File: config.mk
export PLATFORM = sky130hd
export DESIGN_NAME = bus_owner_arb
export DESIGN_NICKNAME = d
export VERILOG_FILES = /design/src/rtl/bus_arb_pkg.sv /design/src/rtl/bus_arb_idlatch.sv /design/src/rtl/bus_arb_prio.sv /design/src/rtl/bus_arb_handover.sv /design/src/rtl/bus_owner_arb.sv
export SDC_FILE = /design/constraint.sdc
export NUM_CORES = 1
export LEC_CHECK = 0
export CAP_MARGIN = 20
export CELL_PAD_IN_SITES_DETAIL_PLACEMENT = 0
export CELL_PAD_IN_SITES_GLOBAL_PLACEMENT = 1
export CORE_MARGIN = 1.5
export CORE_UTILIZATION = 37
export CTS_CLUSTER_DIAMETER = 150
export DETAILED_ROUTE_END_ITERATION = 8
export GPL_TIMING_DRIVEN = 0
export PLACE_DENSITY = 0.81
export SLEW_MARGIN = 20
export SYNTH_ARGS = -nofsm -noshare
export SYNTH_HDL_FRONTEND = slang
export SYNTH_HIERARCHICAL = 1
export SYNTH_SLANG_ARGS = --single-unit
File: constraint.sdc
create_clock -name clk -period 3.6 [get_ports clk]
set_input_delay 0.72 -clock clk [delete_from_list [all_inputs] [get_ports clk]]
set_output_delay 0.72 -clock clk [all_outputs]
set_load 0.01 [all_outputs]
File: src/rtl/bus_arb_pkg.sv
package bus_arb_pkg;
  typedef enum logic [1:0] {
    HS_BUS   = 2'd0,
    HS_FLOAT = 2'd1,
    HS_HOST  = 2'd2,
    HS_REL   = 2'd3
  } hand_st_t;
endpackage

File: src/rtl/bus_arb_idlatch.sv
module bus_arb_idlatch #(
  parameter int NUM_PROC = 6,
  parameter int ID_W     = 3
) (
  input  logic                clk,
  input  logic                rst,
  input  logic [ID_W-1:0]     id_strap,
  output logic [NUM_PROC-1:0] line_oh
);
  logic [NUM_PROC-1:0] dec;

  // identifier 0 shares line 1 with identifier 1 (single-processor use)
  for (genvar i = 0; i < NUM_PROC; i++) begin : g_dec
    if (i == 0) begin : g_first
      assign dec[i] = (int'(id_strap) == 1) || (int'(id_strap) == 0);
    end else begin : g_rest
      assign dec[i] = (int'(id_strap) == i + 1);
    end
  end

  always_ff @(posedge clk) begin
    if (rst) line_oh <= dec;
  end
endmodule

File: src/rtl/bus_arb_prio.sv
module bus_arb_prio #(
  parameter int NUM_PROC = 6
) (
  input  logic                clk,
  input  logic                rst,
  input  logic                upd_en,
  input  logic [NUM_PROC-1:0] req_n,
  output logic [NUM_PROC-1:0] master_nxt,
  output logic [NUM_PROC-1:0] master_q
);
  logic [NUM_PROC-1:0] req;
  logic [NUM_PROC-1:0] lowest;
  logic                keep;

  always_comb begin
    req    = ~req_n;
    lowest = req & (~req + NUM_PROC'(1));
    keep   = |(master_q & req);
    if (!upd_en)   master_nxt = master_q;
    else if (keep) master_nxt = master_q;
    else           master_nxt = lowest;
  end

  always_ff @(posedge clk) begin
    if (rst) master_q <= '0;
    else     master_q <= master_nxt;
  end
endmodule

File: src/rtl/bus_arb_handover.sv
module bus_arb_handover
  import bus_arb_pkg::*;
(
  input  logic clk,
  input  logic rst,
  input  logic host_req_n,
  input  logic host_cs_n,
  input  logic suspend_n,
  input  logic acc_req,
  input  logic own_nxt,
  output logic upd_en,
  output logic drv_en,
  output logic host_grant_n,
  output logic host_rdy,
  output logic acc_go,
  output logic acc_halt
);
  hand_st_t st_q, st_nxt;
  logic     en_nxt;

  always_comb begin
    unique case (st_q)
      HS_BUS:   st_nxt = host_req_n ? HS_BUS : HS_FLOAT;
      HS_FLOAT: st_nxt = host_req_n ? HS_REL : HS_HOST;
      HS_HOST:  st_nxt = host_req_n ? HS_REL : HS_HOST;
      default:  st_nxt = host_req_n ? HS_BUS : HS_FLOAT;
    endcase
    upd_en = (st_q == HS_BUS) && host_req_n;
    en_nxt = (st_nxt == HS_BUS) && own_nxt && suspend_n;
  end

  always_ff @(posedge clk) begin
    if (rst) begin
      st_q         <= HS_BUS;
      drv_en       <= 1'b0;
      host_grant_n <= 1'b1;
      host_rdy     <= 1'b1;
      acc_go       <= 1'b0;
      acc_halt     <= 1'b0;
    end else begin
      st_q         <= st_nxt;
      drv_en       <= en_nxt;
      host_grant_n <= (st_nxt != HS_HOST);
      host_rdy     <= host_cs_n || host_req_n;
      acc_go       <= acc_req && en_nxt;
      acc_halt     <= acc_req && !en_nxt;
    end
  end
endmodule

File: src/rtl/bus_owner_arb.sv
module bus_owner_arb #(
  parameter int NUM_PROC = 6,
  parameter int ID_W     = 3
) (
  input  logic                clk,
  input  logic                rst,
  input  logic [ID_W-1:0]     id_strap,
  input  logic [NUM_PROC-1:0] proc_req_n,
  input  logic                host_req_n,
  input  logic                host_cs_n,
  input  logic                suspend_n,
  input  logic                acc_req,
  output logic [NUM_PROC-1:0] master_oh,
  output logic                own_bus,
  output logic                drv_en,
  output logic                host_grant_n,
  output logic                host_rdy,
  output logic                acc_go,
  output logic                acc_halt
);
  logic [NUM_PROC-1:0] line_oh;
  logic [NUM_PROC-1:0] master_nxt;
  logic                upd_en;
  logic                own_nxt;

  bus_arb_idlatch #(.NUM_PROC(NUM_PROC), .ID_W(ID_W)) u_id (
    .clk(clk), .rst(rst), .id_strap(id_strap), .line_oh(line_oh)
  );

  bus_arb_prio #(.NUM_PROC(NUM_PROC)) u_prio (
    .clk(clk), .rst(rst), .upd_en(upd_en), .req_n(proc_req_n),
    .master_nxt(master_nxt), .master_q(master_oh)
  );

  assign own_nxt = |(master_nxt & line_oh);
  assign own_bus = |(master_oh & line_oh);

  bus_arb_handover u_hand (
    .clk(clk), .rst(rst), .host_req_n(host_req_n), .host_cs_n(host_cs_n),
    .suspend_n(suspend_n), .acc_req(acc_req), .own_nxt(own_nxt),
    .upd_en(upd_en), .drv_en(drv_en), .host_grant_n(host_grant_n),
    .host_rdy(host_rdy), .acc_go(acc_go), .acc_halt(acc_halt)
  );
endmodule

; Word level (Yosys, flattened, before mapping)
; Cells that the tools add are included.
[word_totals]
output_inout_bits = 12
register_bits = 19
[classes]
reduce_logical = 15
addsub = 1
n_bitwise = 6
n_eq_ne = 9
mux = 5
[ops]
columns = operator, count
row1 = AND 6 bit, 4
row2 = OR reduction 6 bit, 3
row3 = equality test 3 bit (second input constant), 4
row4 = two-way mux 6 bit, 2
row5 = inverter 6 bit, 2
row6 = adder 6 x 1 -> 6 bit (second input constant), 1
row7 = equality test 3 x 2 -> 1 bit (second input constant), 2
row8 = logical AND 1 bit, 5
row9 = zero test 2 bit, 2
row10 = zero test 3 bit, 1
row11 = equality test 2 x 1 -> 1 bit (second input constant), 1
row12 = equality test 2 bit (second input constant), 1
row13 = logical OR 1 bit, 2
row14 = two-way mux 1 bit, 2
row15 = two-way mux 2 bit, 1
row16 = inequality test 2 bit (second input constant), 1
row17 = OR reduction 2 bit, 1
row18 = zero test 1 bit, 1

; Depth between registers and ports, before layout
; Gate-level depths: netlist of run 1.
[logic_depth]
word_depth = 12
ltp_mapped = 10

; Modules after synthesis
; The synthesis of run 1 kept the hierarchy.
[by_module_without_submodules]
columns = mod, instances, cells_per_inst, area_each_um2
row1 = bus_arb_prio, 1, 47, 397.9
row2 = bus_arb_handover, 1, 24, 249.0
row3 = bus_arb_idlatch, 1, 12, 229.0
row4 = bus_owner_arb, 1, 8, 55.1

; Least setup slack after synthesis of run 1
; Ideal clock, no wire load.
[synth_timing]
path_kind = input -> register
start = in proc_req_n[4]
end = reg u_hand.acc_halt
setup_slack_ns = 1.485
arrival_time_ns = 2.001
path_stages = 9
t_required_ns = 3.486
n_path_buf = 1
cell_sequence = nand2b_2 > o221ai_2 > buf_6 > or4_1 > nand2_1 > a22oi_1 > nand3_1 > nand3_1 > nor2b_1
[synth_between]
elab_chain_cells = 12
word_cells_on_any_way = 14
classes_between = 1 x add/sub / 2 x mux / 5 x bitwise / 6 x reduce/logical
[synth_rtl]
columns = item, line
row1 = from (decl), bus_owner_arb.sv:8  ; input logic [NUM_PROC-1:0] proc_req_n,
row2 = inverter 6 bit *, bus_arb_prio.sv:16  ; req = ~req_n;
row3 = inverter 6 bit, bus_arb_prio.sv:17  ; lowest = req & (~req + NUM_PROC'(1));
row4 = adder 6 x 1 -> 6 bit, bus_arb_prio.sv:17
row5 = AND 6 bit, bus_arb_prio.sv:17
row6 = two-way mux 6 bit *, bus_arb_prio.sv:20  ; else if (keep) master_nxt = master_q;
row7 = two-way mux 6 bit *, bus_arb_prio.sv:19  ; if (!upd_en) master_nxt = master_q;
row8 = net master_nxt[4], bus_owner_arb.sv:22  ; logic [NUM_PROC-1:0] master_nxt;
row9 = AND 6 bit *, bus_owner_arb.sv:35  ; assign own_nxt = |(master_nxt & line_oh);
row10 = OR reduction 6 bit *, bus_owner_arb.sv:35
row11 = net own_nxt, bus_owner_arb.sv:24  ; logic own_nxt;
row12 = logical AND 1 bit * (2 in a row), bus_arb_handover.sv:29  ; en_nxt = (st_nxt == HS_BUS) && own_nxt && suspend_n;
row13 = zero test 1 bit *, bus_arb_handover.sv:46  ; acc_halt <= acc_req && !en_nxt;
row14 = logical AND 1 bit *, bus_arb_handover.sv:46
row15 = to (signal assigned), bus_arb_handover.sv:46
row16 = to (decl), bus_arb_handover.sv:16  ; output logic acc_halt
; The timed path passes the listed nets; every way through them passes the cells marked *.
; A chain may end at the register's enable or synchronous reset.

; Worst setup path in the final report of run 1
[layout_timing]
start = in host_req_n
end = reg u_hand.acc_halt
[layout_between]
elab_chain_cells = 8
word_cells_on_any_way = 12
classes_between = 4 x mux / 1 x bitwise / 7 x reduce/logical
[layout_rtl]
columns = item, line
row1 = from (decl), bus_owner_arb.sv:9  ; input logic host_req_n,
row2 = logical AND 1 bit, bus_arb_handover.sv:28  ; upd_en = (st_q == HS_BUS) && host_req_n;
row3 = net upd_en, bus_owner_arb.sv:23  ; logic upd_en;
row4 = two-way mux 6 bit, bus_arb_prio.sv:19
row5 = net master_nxt[5], bus_owner_arb.sv:22
row6 = AND 6 bit, bus_owner_arb.sv:35
row7 = OR reduction 6 bit, bus_owner_arb.sv:35
row8 = net own_nxt, bus_owner_arb.sv:24
row9 = logical AND 1 bit (2 in a row), bus_arb_handover.sv:29
row10 = zero test 1 bit, bus_arb_handover.sv:46
row11 = logical AND 1 bit, bus_arb_handover.sv:46
; The timed path passes the listed nets, and every way through them passes these cells.

==> results of run 1 <==
==> through the flow <==
stage	cells	power, mW	worst slack, ns	hold WS [ns]	area (um2)
floorplan	91	0.3677	1.485	0.5249	930.9
global placement	145	0.4360	0.7652	0.5140	1226
detailed placement	145	0.4413	0.7692	0.5420	1226
CTS	149	0.5503	1.086	0.5563	1252
global route	149	0.5884	0.9255	0.5912	1252
finish	149	0.5405	1.057	0.5505	1252
==> cell usage after synthesis, types with 4 or more instances <==
library cell,number
sky130_fd_sc_hd__edfxtp_1,6
sky130_fd_sc_hd__nand2b_1,5
sky130_fd_sc_hd__nand3_1,5
sky130_fd_sc_hd__a22oi_1,6
sky130_fd_sc_hd__or4_1,4
sky130_fd_sc_hd__o21ai_0,5
sky130_fd_sc_hd__a21oi_1,4
sky130_fd_sc_hd__nor2_1,5
sky130_fd_sc_hd__nand2_1,5
sky130_fd_sc_hd__inv_1,8
sky130_fd_sc_hd__dfxtp_1,13
==> power breakdown <==
group	internal (mW)	leakage [nW]	total, mW	switching, mW
clock	0.0431	0.0150	0.106	0.0631
combinational	0.0899	0.296	0.174	0.0845
sequential	0.247	0.164	0.260	0.0128
total	0.380	0.475	0.540	0.160
==> routing by layer <==
metal | global-route usage, % | vias to the layer above | part of all wire (%)
met5 | 0 | - | 0
met4 | 7.692 | 0 | 0.47
met3 | 3.390 | 2 | 4.6
met2 | 25.62 | 17 | 49
met1 | 20.74 | 356 | 46
li1 | - | 392 | -
==> final timing paths <==
check	endpoint	slack, ns	cells past startpoint
setup / recovery	u_hand/acc_halt	1.06	9
hold / removal	u_prio/master_q[1]	0.55	2
setup reg to reg	u_hand/acc_halt	1.53	10
hold reg to reg	u_prio/master_q[1]	0.55	2
==> sequential cells by signal, indices dropped and copies added (netlist names) <==
| name | cells |
|---|---|
| u_hand/host_grant_n | 1 |
| u_hand/acc_halt | 1 |
| u_hand/host_rdy | 1 |
| u_hand/drv_en | 1 |
| u_hand/st_q | 2 |
| u_id/line_oh | 6 |
| u_prio/master_q | 6 |
| u_hand/acc_go | 1 |
==> cells by family after synthesis <==
kind of cell             Yosys count  share of synthesized area [%]
AO/OA/AOI/OAI                     20                          16.67
adder cells (fa/ha/maj)            3                          4.033
buffers and inverters              9                          4.436
flip-flops                        19                          47.31
multiplexers                       2                          2.285
AND/OR/NAND/NOR                   38                          25.27
==> worst max-delay path: cells and delay by family <==
kind / cells / cell delay (ns)
simple gates: 6 / 1.25
buf+inv: 1 / 0.52
compound gates: 2 / 0.25
==> final cells by class <==
class                      instances  area [um2]
fill                             216        1045
multi-input combinational         63       449.2
sequential                        19       440.4
timing repair buffer              26       260.3
tap                               28       35.03
inverter                           8       30.03
clock buffer                       4       26.28
buffer                             1       11.26
==> results.md, run 1 <==
- The synthesized netlist cell count is 91.
- The number of top-level pins is 27.
- The worst setup path is captured at a flip-flop.
- Dividing total power by cell area gives a power density of 431.5 nW/um2.
- The antenna violation net count after detailed routing is 0.
- The maximum level of the CTS H-tree is 1.
- The total CTS buffers is 3.
- The number of buffers on the longest clock path is 2.
- The synthesized netlist occupies a cell area of 930.9 um2.
- The post-route minimum period is 2.543 ns.
- The fraction of synthesized cell area taken by the top area cell type is 27.96%.
- The layout cell share with drive strength beyond 1 is 10.74%.
- The type of the setup path with the least slack is input pin to flip-flop.
- For this run, the slowest stage of the critical path takes 0.59 ns.
- The die is 53.16 um wide.
- The worst ir drop on vdd is 332.8 uV.
- Setup violations remaining at the end of the flow were counted as 0.
- Hold repair after CTS inserted 0 buffers.
- The maximum number of pins on one net before global-route repair is 21.
- The library cell occupying the most area in the post-synthesis netlist is sky130_fd_sc_hd__dfxtp_1.
- The dominant cell type by count on the critical path is sky130_fd_sc_hd__nand3_1.
- The distinct cell type count after synthesis is 30.
- The most critical setup path has its startpoint at host_req_n.
- At the end of the flow, the number of nets in the layout was 140.
- The post-detailed-route DRC marker count is 0.
- At the end of the flow the core is filled with cells to 54.52%.
- The placement row count is 17.
- The effective utilization at floorplan is 40.52%.
- The floorplan die area is 2826 um2.
- The final number of max-transition violations was 0.
- At the worst endpoint, the arrival time is 2.74 ns.
- The startpoint of the worst hold path is u_prio/master_q[1].
- The clock tree from TritonCTS is yes.
- The run finished with clean final reports.
- The flip-flop cell with the highest count after synthesis is sky130_fd_sc_hd__dfxtp_1.
- The number of antenna violations at the first check in global routing is 0.
- Global routing finished with a remaining overflow of 0.
- The number of warnings reported in the yosys synthesis log is 6.
- The die outline height is 53.16 um.
- In the layout the commonest cells are 26 x sky130_fd_sc_hd__clkdlybuf4s50_1, 13 x sky130_fd_sc_hd__dfxtp_1, 8 x sky130_fd_sc_hd__inv_1.
- In the routed layout, each cell is associated on average with a via count of 5.148.
- The register bit count reported by yosys is 19.
- For the worst setup path, the data required time is 3.80 ns.
- Summing over every cut layer, the via total after detailed routing is 767.
- For the pin with the worst max-slew slack, the measured transition is 0.7018 ns.
- The core box area is 2297 um2.
- Buffers added to address setup during post-CTS repair amount to 0.
- The tightest slew margin relative to the limit is 53.07%.
- Summing the sequential cell areas from Yosys gives 47.31% of the chip area.
- The latest clock arrival within the worst-skew pair is 0.29 ns.
- The clock tree root buffer cell is sky130_fd_sc_hd__clkbuf_4.
- After clock tree synthesis, the clock-pin slew on the worst setup and hold paths is 0.10 ns.
- The number of buffer cells added on primary ports is 26.
- Setup repair after global routing left no endpoint under its margin.
- Detailed placement ended at an HPWL of 1458 um.
- The average size of a mapped cell is 10.23 um2.
- On the final layout, the worst clock skew is 0.0007336 ns.
- In this run the static leakage power is 0.4749 nW.
- Compared with the post-synthesis result, the final layout area differs by 34.54%.
- The tightest min-delay check is of the flip-flop to flip-flop type.
- The CTS sink count is 19.
- Traced cell by cell, the critical path runs through clkdlybuf4s50_1 -> and2_2 -> o2111ai_4 -> or4_1 -> nand2_1 -> a22oi_1 -> nand3_1 -> nand3_1 -> nor2b_1.
- Static timing analysis puts the maximum clock frequency at 393.3 MHz.
- The first global-routing pass estimated 3243 um of wire.
- Across every metal layer, demand over resource in global routing totals 16.14%.
- On the critical path, the stage with the largest delay is an instance of sky130_fd_sc_hd__or4_1.
- The number of flops mapped to enable cells by yosys is 6.
- Wires add up to 1922 um.
- The startpoint type of the worst setup path is an input pin.
- After synthesis, the cell types taking the most area are sky130_fd_sc_hd__dfxtp_1 28%, sky130_fd_sc_hd__edfxtp_1 19%, sky130_fd_sc_hd__a22oi_1 4.8%.
- The antenna diode count is 0.
- For this block, the initial DRC count from the detailed router was 18.
- For this run, the detailed router's first-pass iteration total came to 4.
- Counting flops with an async set or reset pin after synthesis yields a share of 0%.
- The accumulated negative setup slack is 0 ns.
- In the final routed layout, each cell accounts on average for 12.90 um.
- The commonest non-fill, non-tap cell in the layout is sky130_fd_sc_hd__clkdlybuf4s50_1.
- The total of cells resized after clock tree synthesis is 0.
- Across the run, the number of max-cap violations was 0.
- The startpoint of the lowest-slack register-to-register path is u_hand/st_q[0].
- Of all nets on the critical path, the largest fanout is 9.
- The final worst-path cycle share is 70.63%.
- The number of global-route vias before repair is 735.
- The number of hold-slack violations in the final timing report was 0.
- The weighted congestion at the end of routability-driven global placement is 0.7198.
- The number of nets handed over by synthesis was 109.
No activity file was read; power rests on OpenSTA's default activity.
==> inputs of run 2 (changes only) <==
--- a/config.mk
+++ b/config.mk
@@ -9,11 +9,11 @@
 export CELL_PAD_IN_SITES_DETAIL_PLACEMENT = 0
 export CELL_PAD_IN_SITES_GLOBAL_PLACEMENT = 1
 export CORE_MARGIN = 1.5
-export CORE_UTILIZATION = 37
+export CORE_UTILIZATION = 31
 export CTS_CLUSTER_DIAMETER = 150
 export DETAILED_ROUTE_END_ITERATION = 8
 export GPL_TIMING_DRIVEN = 0
-export PLACE_DENSITY = 0.81
+export PLACE_DENSITY = 0.72
 export SLEW_MARGIN = 20
 export SYNTH_ARGS = -nofsm -noshare
 export SYNTH_HDL_FRONTEND = slang
==> constraint.sdc (replaced) <==
create_clock -name clk -period 2.3 [get_ports clk]
set_input_delay 0.46 -clock clk [delete_from_list [all_inputs] [get_ports clk]]
set_output_delay 0.46 -clock clk [all_outputs]
set_load 0.01 [all_outputs]
==> run 2 against run 1 <==
The run now ends with DRC left. Critical endpoint unchanged. Setup slack got worse by 0.99 ns. Critical path type unchanged. Design area increased by 3.1%. Clock skew about the same. Cell count increased by 2.7%. Utilization decreased by 8.5 points. Hold slack improved by 0.011 ns.
==> results.md, run 2 (synthesis results as in run 1) <==
- The required time at the worst-slack endpoint is 2.50 ns.
- The detailed placement HPWL is 1442 um.
- The latest clock arrival within the worst-skew pair is 0.29 ns.
- The accumulated negative setup slack is 0 ns.
- The number of global-route vias before repair is 718.
- The first global-routing pass estimated 3229 um of wire.
- TritonCTS built the clock tree.
- The worst clock skew on the final layout is 0.0009383 ns.
- The commonest non-fill, non-tap cell in the layout is sky130_fd_sc_hd__clkdlybuf4s50_1.
- The worst setup slack after layout is 0.07168 ns.
- After clock tree synthesis, the repair step resized 0 gates.
- The final number of max-transition violations is 0.
- Fill cells in the final layout number 295.
- Setup violations remaining at the end of the flow were counted as 0.
- The CTS sink count is 19.
- Leaving out fill and tap cells, the most frequent cells in the layout are 26 x sky130_fd_sc_hd__clkdlybuf4s50_1, 13 x sky130_fd_sc_hd__dfxtp_1, 8 x sky130_fd_sc_hd__inv_1.
- For the worst flop-to-flop path, the logic depth is 10.
- The final reports fail on DRC.
- The starting DRC count in detailed routing is 35.
- The number of antenna violations at the first check in global routing came to 0.
- The number of hold-slack violations in the final timing report is 0.
- The number of top-level pins is 27.
- The largest single stage delay on the critical path is 0.56 ns.
- The die covers 3341 um2.
- Using the TritonRoute via totals, the vias-per-cell ratio works out to 5.229.
- Across every metal layer, demand over resource in global routing totals 12.79%.
- The post-cts hold buffer count is 0.
- The number of placed instances with taps included is 148.
- The tool flagged a number of max-cap violations equal to 0.
- Buffers added to address setup during post-CTS repair amount to 0.
- The number of buffer cells added on primary ports is 26.
- The tightest slew margin relative to the limit is 52.47%.
- Clock-pin slew was measured on the worst setup and hold paths at 0.11 ns.
- The area added between synthesis and finish is 38.71%.
- The type of the setup path with the least slack is input pin to flip-flop.
- The core box area is 2805 um2.
- The post-detailed-route DRC marker count is 2.
- Prior to clock tree synthesis, the placed netlist has a worst setup slack of -0.2983 ns.
- Once detail routing completed, the nets flagged for antenna violations numbered 0.
- At the pin with the least slew margin, the transition time is 0.7108 ns.
- In this run the worst hold path is classified as flip-flop to flip-flop.
- The count of cells in the finished layout, fillers not included, comes to 153.
- The iteration count of the initial detailed-routing pass is 6.
- STA puts the critical path data arrival time at 2.43 ns.
- The repair_antennas step left the layout with diodes totalling 0.
- The largest registers in the layout are u_id/line_oh: 6 flops, u_prio/master_q: 6 flops, u_hand/st_q: 2 flops.
- In the final layout, the multi-input gates occupy 483.0 um2.
- The final worst-path cycle share is 96.88%.
- The top achievable clock speed is 448.8 MHz.
- In the final design database the tool counted 141 nets.
- The number of clock buffers added by TritonCTS is 3.
- The worst setup path is captured at a flip-flop.
- The largest individual stage delay along the critical path comes from the cell sky130_fd_sc_hd__or4_4.
- In the final routed layout, each cell accounts on average for 13.64 um.
- The layout cell share with drive strength beyond 1 is 16.39%.
- The maximum fanout along the worst path is 5.
- In this run the number of H-tree levels came out at 1.
- From bottom edge to top edge, the die measures 57.80 um.
- In this run the clock root is driven by a sky130_fd_sc_hd__clkbuf_4.
- The initialized floorplan defines 19 standard-cell rows.
- The post-route minimum period is 2.228 ns.
- The die extent in x is 57.80 um.
- Entering global routing, the biggest net connects 21 pins.
- The leakage power is 0.4888 nW.
- The sum of internal, switching and leakage power is 0.8729 mW.
- Traced cell by cell, the critical path runs through clkdlybuf4s50_1 -> or2b_2 -> o2111ai_4 -> or4_4 -> nand2_1 -> a22oi_1 -> nand3_1 -> nand3_1 -> nor2b_1.
- Setup repair after global routing left no endpoint under its margin.
- STA classifies the critical path startpoint as an input pin.
- Dividing total power by cell area gives a power density of 676.0 nW/um2.
- Summed over all layers, the global routing overflow is 0.
- For this configuration, the core starts out at a cell density of 33.18%.
- The worst hold path cell count is 2.
- The clock passes through at most 2 buffers.
- The routed layout has 800 vias.
- Registers take 440.4 um2.
- The weighted congestion at the end of routability-driven global placement is 0.7761.
- The end-of-flow core utilization is 46.03%.
- The worst ir drop on vdd is 344.7 uV.
- The total length of routed wires is 2087 um.
- The run finished, with violations left.
- The dominant cell type by count on the critical path is sky130_fd_sc_hd__nand3_1.
run 2: cell count changes in the layout (fill, tap and decap cells not counted):
cell	previous run	this run
sky130_fd_sc_hd__clkinv_2	0	1
sky130_fd_sc_hd__or4_4	0	4
sky130_fd_sc_hd__and2_4	0	1
sky130_fd_sc_hd__clkbuf_1	1	0
sky130_fd_sc_hd__nor2_2	0	1
sky130_fd_sc_hd__and2_2	1	0
sky130_fd_sc_hd__o2111ai_2	0	1
sky130_fd_sc_hd__or4_1	4	0
sky130_fd_sc_hd__nor2_1	5	4
run 2: stage by stage:
| stage | hold WS, ns | cell area [um2] |
|---|---|---|
| floorplan | 0.5249 | 930.9 |
| global placement | 0.5251 | 1230 |
| detailed placement | 0.5417 | 1230 |
| CTS | 0.5605 | 1257 |
| global route | 0.5937 | 1291 |
| finish | 0.5619 | 1291 |
run 2: final cells by class:
class	count	area share, %
Multi-Input combinational cell	64	37.40
Inverter	8	2.326
Clock buffer	3	1.744
Sequential cell	19	34.11
Timing Repair Buffer	26	20.16
Clock inverter	1	0.3876
Tap cell	31	3.004
Buffer	1	0.8721
run 2: final timing paths:
| check | start | to | slack, ns |
|---|---|---|---|
| min | u_prio/master_q[1] | u_prio/master_q[1] | 0.56 |
| max reg2reg | u_hand/st_q[0] | u_hand/acc_halt | 0.32 |
| min reg2reg | u_prio/master_q[1] | u_prio/master_q[1] | 0.56 |
| max | proc_req_n[2] | u_hand/acc_halt | 0.07 |
run 2: worst max-delay path, delay by kind of cell:
| kind | cells | cell delay (ns) |
|---|---|---|
| buffers and inverters | 1 | 0.53 |
| and+or+nand+nor | 6 | 1.20 |
| AOI/OAI and AO/OA | 2 | 0.23 |
run 2: power by group:
group	switching, mW	internal, mW	total (mW)
sequential	0.0204	0.387	0.407
combinational	0.145	0.152	0.297
clock	0.105	0.0647	0.169
run 2: per-layer routing:
| layer | up-vias | global-route usage (%) | wire [um] |
|---|---|---|---|
| met5 | - | 0 | 0 |
| met4 | 0 | 6.977 | 27 |
| met3 | 2 | 2.232 | 111 |
| met2 | 24 | 20.45 | 991 |
| met1 | 376 | 16.39 | 958 |
| li1 | 398 | - | - |
